[src/rtl/ifc_pkg.sv]
package ifc_pkg;
  typedef enum logic [1:0] {
    RSN_OK     = 2'b00,
    RSN_GUEST  = 2'b01,
    RSN_STAGE2 = 2'b10
  } rsn_e;
endpackage

[src/rtl/ifc_verdict.sv]
module ifc_verdict
  import ifc_pkg::*;
(
  input  logic       clk,
  input  logic       rst_n,
  input  logic       done_i,
  input  logic [1:0] cpl_i,
  input  logic       pg_en_i,
  input  logic       pae_en_i,
  input  logic       mbx_en_i,
  input  logic       g_sup_i,
  input  logic       g_nx_i,
  input  logic       s2_seen_i,
  input  logic       s2_x_clr_i,
  input  logic       s2_ux_clr_i,
  output logic       res_vld_o,
  output logic       allow_o,
  output logic [1:0] reason_o
);
  logic sup_addr, priv_deny, nx_deny, g_deny, s2_deny;
  rsn_e rsn_nxt;
  logic vld_r, allow_r;
  rsn_e rsn_r;

  always_comb begin
    sup_addr  = pg_en_i & g_sup_i;
    priv_deny = sup_addr & (cpl_i == 2'd3);
    nx_deny   = pg_en_i & pae_en_i & g_nx_i;
    g_deny    = priv_deny | nx_deny;
    if (!s2_seen_i)                 s2_deny = 1'b1;
    else if (mbx_en_i && !sup_addr) s2_deny = s2_ux_clr_i;
    else                            s2_deny = s2_x_clr_i;
    if (g_deny)       rsn_nxt = RSN_GUEST;
    else if (s2_deny) rsn_nxt = RSN_STAGE2;
    else              rsn_nxt = RSN_OK;
  end

  always_ff @(posedge clk or negedge rst_n) begin
    if (!rst_n) vld_r <= 1'b0;
    else        vld_r <= done_i;
  end

  always_ff @(posedge clk or negedge rst_n) begin
    if (!rst_n) begin
      allow_r <= 1'b0;
      rsn_r   <= RSN_OK;
    end else if (done_i) begin
      allow_r <= (rsn_nxt == RSN_OK);
      rsn_r   <= rsn_nxt;
    end
  end

  assign res_vld_o = vld_r;
  assign allow_o   = allow_r;
  assign reason_o  = rsn_r;

  // verdict strobe follows done by one cycle
  p_strobe_r2: assert property (@(posedge clk) disable iff (!rst_n)
    res_vld_o == $past(done_i));
  // outputs hold without done
  p_hold_r2: assert property (@(posedge clk) disable iff (!rst_n)
    !done_i |=> ($stable(allow_o) && $stable(reason_o)));
  // user-level fetch of a supervisor page is a guest denial
  p_priv_r4: assert property (@(posedge clk) disable iff (!rst_n)
    (done_i && pg_en_i && cpl_i == 2'd3 && g_sup_i) |=> (reason_o == 2'b01 && !allow_o));
  // no second-stage level and no guest denial gives reason 10
  p_nolevel_r8: assert property (@(posedge clk) disable iff (!rst_n)
    (done_i && !s2_seen_i && !(pg_en_i && pae_en_i && g_nx_i) &&
     !(pg_en_i && g_sup_i && cpl_i == 2'd3)) |=> (reason_o == 2'b10));
  // allow exactly when reason is 00
  p_enc_r10: assert property (@(posedge clk) disable iff (!rst_n)
    res_vld_o |-> (allow_o == (reason_o == 2'b00)));
endmodule

[config.mk]
export PLATFORM = sky130hd
export DESIGN_NAME = ifc_verdict
export DESIGN_NICKNAME = d
export VERILOG_FILES = /design/src/rtl/ifc_pkg.sv /design/src/rtl/ifc_verdict.sv
export SDC_FILE = /design/constraint.sdc
export NUM_CORES = 1
export LEC_CHECK = 0
export CAP_MARGIN = 10
export CORE_AREA = 8 8 45 47
export DETAILED_ROUTE_END_ITERATION = 7
export DIE_AREA = 0 0 53 55
export PLACE_DENSITY_LB_ADDON = 0.08
export SETUP_SLACK_MARGIN = 0.5
export SLEW_MARGIN = 20
export SYNTH_ARGS = -nofsm -noshare
export SYNTH_HDL_FRONTEND = slang
export SYNTH_SLANG_ARGS = --single-unit
[constraint.sdc]
create_clock -name clk -period 1.51 [get_ports clk]
set_clock_uncertainty 0.05 [all_clocks]
set_input_delay 0.302 -clock clk [delete_from_list [all_inputs] [get_ports clk]]
set_output_delay 0.302 -clock clk [all_outputs]
set_load 0.02 [all_outputs]
==> qor.yml, run 1 <==
start_util_pct: 13.3
cpMaxStageDelayCell: "dfrtp_1"
antenna_found_initial: 0
cts_tree: "yes"
place.port_buffers: 16
track_usage_pct: 5.37
cts-buffers-inserted: 3
sw_frac_of_total_pct: 25.4
num_rows: 14
yosys-mux-area-fraction_pct: 5.44
fin_cells: 53
vias_per_cell: 4.04
slew_violations: 0
synth-adder-area-share_pct: 0
post-route-min-period_ns: 1.10
ctsHoldBuffers: 0
gp_congestion: 0.639
drtAntennaViolNets: 0
synth_top_area_share_pct: 54.4
route.vias.total: 214
path_clk_slew_ns: 0.04
cp.required_ns: 1.16
syn_nets: 29
postPlaceCellArea_um2: 364
grt_pass1_wl_um: 1040
r2r_start: "allow_o"
synth.avg_cell_area_um2: 11.5
ys_top_cells_by_area: "dfrtp_1, nand2b_1, a21boi_2"
slew-limit-headroom_pct: 84.4
fin_hold_ws_ns: 0.218
worstPathCellList: "buf_6"
crit_buf_inv: 1
core-area_um2: 1380
synth_top_family_by_area: "compound AO/OA/AOI/OAI gates"
h-tree-depth: 1
layout-drive-gt1-share_pct: 48.6
yosys_warnings: 0
syn2layout_area_growth_pct: 140
ios: 17
final_cell_mix: "dlygate4sd2_1, dfrtp_1, buf_6"
design_area_um2: 442
clockPowerShare_pct: 36.5
synthSimpleGateAreaFrac_pct: 19.0
synthesis.area_um2: 184
die_w_um: 53
drv_cap: 0
hold_viol: 0
grt_overflow_total: 0
yosysUniqueCellTypes: 11
n_antenna_cell: 0
layout_commonest_cell: "dlygate4sd2_1"
criticalPathCategory: "register to output pin"
drtPass1Iterations: 2
post_drt_wl_per_cell_um: 11.8
rsz0062_at_grt: "true"
crit_path_start_kind: "register"
setup_violations: 0
drc: 0
status: "completed"
pwr-share-comb_pct: 29.1
crit_family: "flip-flops"
power_uw: 360
r2r-end: "allow_o"
crit_path_end_kind: "output pin"
synth_cells: 16
place_inst: 48
p_leak_nw: 0.225
fin_nets: 52
fmax_ghz: 0.907
die_y_um: 55
clock_path_buffers: 2
wirelength_um: 627
hold_class: "input pin to asynchronous set/reset pin"
rr_worst_depth: 2
finalCritPeriodShare_pct: 73.0
crit_arrival_ns: 0.75
drtIter0Drc: 3
grt_max_degree: 7
powerDensity_nw_per_um2: 816
rrSetupSlack_ns: 0.65
fin_setup_tns_ns: 0
switchingPower_uw: 91.6
root_buffer: "clkbuf_4"
cts.sinks: 4
dieArea_um2: 2920
sequentialPowerShare_pct: 34.3
cpPeakStageDelay_ns: 0.38
yosysTopAreaCell: "dfrtp_1"
tightest_slew_ns: 0.233
grt_pass1_vias: 257
ys_ff_latch: 4
cp_max_fo: 2
synthXorXnorAreaFrac_pct: 0
synth-compound-area-share_pct: 19.0
clkLatencyLatePin_ns: 0.23
synth_seq_area_share_pct: 54.4
p_int_uw: 269
vdd_drop_max_v: 0.000248
-- logic make-up (layout without fill, tap and decap cells) --
family / Yosys count / in the layout
compound gates: 4 / 4
buf+inv: 1 / 22
flops: 4 / 4
mux: 1 / 1
simple gates: 6 / 6
-- what timing repair did --
item	4_1_cts	5_1_grt
cloned	0	0
pin swaps	4	2
gates resized for setup	46	4
setup buffers	0	2
endpoints found under the setup margin	7	6
-- sequential cells by signal, indices dropped and copies added, names as in the netlist --
name       count
reason_o       2
allow_o        1
res_vld_o      1
-- layout make-up --
| type | count | area [um2] |
|---|---|---|
| fill | 153 | 942 |
| sequential | 4 | 100 |
| inverter | 1 | 3.75 |
| clock buffer | 3 | 22.5 |
| multi-input combinational | 11 | 131 |
| tap | 16 | 20.0 |
| timing repair buffer | 18 | 164 |
-- Yosys cell counts --
master    count
dfrtp_1       4
o21a_1        1
nand2b_1      2
nand4_1       1
o22ai_1       1
a21boi_2      1
nor2b_1       1
nand3_1       2
mux2i_1       1
inv_1         1
a41o_1        1
-- metrics by stage --
step | utilization (%) | worst slack, ns
after floorplan | - | 0.552
after global placement | 26.3 | -0.0246
after detailed placement | 26.3 | -0.0300
after CTS | 29.7 | 0.399
after global routing | 31.9 | 0.375
final | 31.9 | 0.407
-- how the worst max path moves through the flow --
stage / startpoint / end / slack (ns) / cells past startpoint
CTS: reason_o[1] / reason_o[1] / 0.40 / 1
global route: allow_o / allow_o / 0.37 / 1
floorplan: mbx_en_i / allow_o / 0.55 / 3
detailed placement: pg_en_i / allow_o / -0.03 / 4
finish: reason_o[1] / reason_o[1] / 0.41 / 1
global placement: pg_en_i / allow_o / -0.02 / 4
-- power by group through the flow --
stage / logic [mW] / clock network [mW] / registers (mW)
3_5_place_dp: 0.0891 / 0 / 0.123
5_1_grt: 0.113 / 0.151 / 0.125
3_3_place_gp: 0.0883 / 0 / 0.123
2_1_floorplan: 0.0172 / 0 / 0.136
4_1_cts: 0.0948 / 0.139 / 0.124
6_report: 0.105 / 0.132 / 0.124
-- metal layers --
metal	global-route usage, %	share of wire (%)
met1	5.06	38
met4	10.3	3.3
met3	1.87	12
met2	6.64	46
met5	0	0
(Power assumes the default switching activity.)
==> inputs of run 2 (changes only) <==
Clock period 1.51 ns to 1.1 ns, I/O delays scaled along.
==> run 2 against run 1 <==
Non-clock buffer count down 1. Die area unchanged. Via count is 1.4% lower. Largest cell class unchanged. Clock power rose by 51%. Final cell count is the same. Core utilization decreased by 2.4 points. Largest power group unchanged. Worst setup slack worse by 0.35 ns. Critical path depth stayed put. Wire length fell by 8.3%.
==> qor.yml, run 2 (synthesis results as in run 1) <==
finalCritPeriodShare_pct: 94.5
path_clk_slew_ns: 0.04  # about the same
cts-buffers-inserted: 3  # unchanged
fmax_ghz: 0.962
drtAntennaViolNets: 0  # unchanged
hold_class: "input pin to asynchronous set/reset pin"
die_w_um: 53  # unchanged
switchingPower_uw: 120  # +31%
fin_setup_tns_ns: 0  # unchanged
grt_pass1_wl_um: 1000  # -3.9%
dieArea_um2: 2920  # unchanged
post-route-min-period_ns: 1.04
layout-drive-gt1-share_pct: 45.9  # -2.7 points
fin_nets: 51  # -1.9%
antenna_found_initial: 0  # unchanged
crit_buf_inv: 1  # unchanged
slew-limit-headroom_pct: 87.6  # +3.1 points
tightest_slew_ns: 0.183  # -0.0507 ns
cpMaxStageDelayCell: "dfrtp_2"
place.port_buffers: 16  # unchanged
crit_arrival_ns: 0.77  # +0.02 ns
grt_max_degree: 7  # unchanged
largest_reg_flops: 2  # unchanged
post_drt_wl_per_cell_um: 10.8  # -8.3%
drtPass1Iterations: 1  # -1
grt_overflow_total: 0  # unchanged
worstPathCellList: "buf_6"
drc: 0  # unchanged
p_int_uw: 370  # +38%
vdd_drop_max_v: 0.000417  # +68%
core-area_um2: 1380  # unchanged
sequentialPowerShare_pct: 35.0  # +0.7 points
cpPeakStageDelay_ns: 0.40  # +0.02 ns
start_util_pct: 13.3  # unchanged
syn2layout_area_growth_pct: 122
n_antenna_cell: 0  # unchanged
h-tree-depth: 1  # unchanged
slew_violations: 0  # unchanged
clock_path_buffers: 2  # unchanged
final_cell_mix: "dlygate4sd2_1, buf_6, clkbuf_4"
crit_family: "flip-flops"
ctsHoldBuffers: 0  # unchanged
clkLatencyLatePin_ns: 0.23  # about the same
setup_violations: 0  # unchanged
p_leak_nw: 0.193  # -14%
gp_congestion: 0.696  # +8.8%
grt_pass1_vias: 260  # +1.2%
track_usage_pct: 5.08  # -0.29 points
cp.required_ns: 0.83  # -0.33 ns
status: "completed"
n_fill_cell: 154  # +0.65%
rsz0062_at_grt: "true"
crit_path_end_kind: "output pin"
hold_viol: 0  # unchanged
die_y_um: 55  # unchanged
ios: 17  # unchanged
r2r_start: "allow_o"
sw_frac_of_total_pct: 24.5  # -0.98 points
cts_tree: "yes"
powerDensity_nw_per_um2: 1200  # +47%
crit_path_start_kind: "register"
drv_cap: 0  # unchanged
drtIter0Drc: 0  # -3
power_uw: 490  # +36%
pwr-share-comb_pct: 24.3  # -4.8 points
cts.sinks: 4  # unchanged
num_rows: 14  # unchanged
root_buffer: "clkbuf_4"
clockPowerShare_pct: 40.7  # +4.2 points
criticalPathCategory: "register to output pin"
vias_per_cell: 3.98  # -1.4%
worstSetupStartpoint: "reason_o[0]"
wirelength_um: 575  # -8.3%
route.vias.total: 211  # -1.4%
cp_max_fo: 2  # unchanged
## run 2: cell types whose count changed in the layout (fill, tap and decap cells not counted), moves of 2 or more
cell / delta
dfrtp_2: +2
buf_6: +2
dfrtp_1: -2
nand2b_1: +2
nand2b_4: -2
## run 2: path summary, 6_finish.rpt
kind / end / slack [ns] / cells past startpoint
worst max-delay path: reason_o[0] / 0.06 / 1
worst min-delay path: reason_o[0] / 0.14 / 1
worst max register to register: allow_o / 0.21 / 2
worst min register to register: reason_o[0] / 0.46 / 1
max in group asynchronous: reason_o[1] / 0.67 / 1
min in group clk: res_vld_o / 0.31 / 1
## run 2: through the flow
stage	worst slack (ns)	hold WS [ns]	area [um2]	std cells	utilization [%]
6_report	0.0607	0.138	409	53	29.6
5_1_grt	0.0228	0.133	409	53	29.6
4_1_cts	0.0505	0.139	400	53	28.9
3_5_place_dp	-0.325	0.388	374	49	27.0
3_3_place_gp	-0.281	0.382	374	49	27.0
2_1_floorplan	0.166	-0.126	186	16	-
## run 2: layout make-up
class | count | area, um2 | area share [%]
multi-input cells | 11 | 93.8 | 22.9
flip-flops and latches | 4 | 103 | 25.1
well taps | 16 | 20.0 | 4.89
clock buffers | 4 | 26.3 | 6.42
inverters | 1 | 3.75 | 0.917
repair buffers | 17 | 163 | 39.8
## run 2: repair_timing
item,CTS,global route
buffers inserted,0,0
pin swaps,6,1
setup endpoints to repair,8,7
gates resized for setup,48,2
## run 2: power by group through the flow
stage / sequential [mW] / combinational (mW) / clock, mW
final: 0.172 / 0.119 / 0.199
after global routing: 0.173 / 0.130 / 0.235
after CTS: 0.172 / 0.118 / 0.209
after detailed placement: 0.171 / 0.124 / 0
after global placement: 0.171 / 0.124 / 0
after floorplan: 0.188 / 0.0235 / 0
## run 2: metal layers
layer | wire (um) | GRT usage [%] | vias up
met4 | 38 | 9.05 | 0
li1 | - | - | 101
met1 | 217 | 4.41 | 89
met2 | 250 | 6.64 | 17
met5 | 0 | 0 | -
met3 | 69 | 2.41 | 4
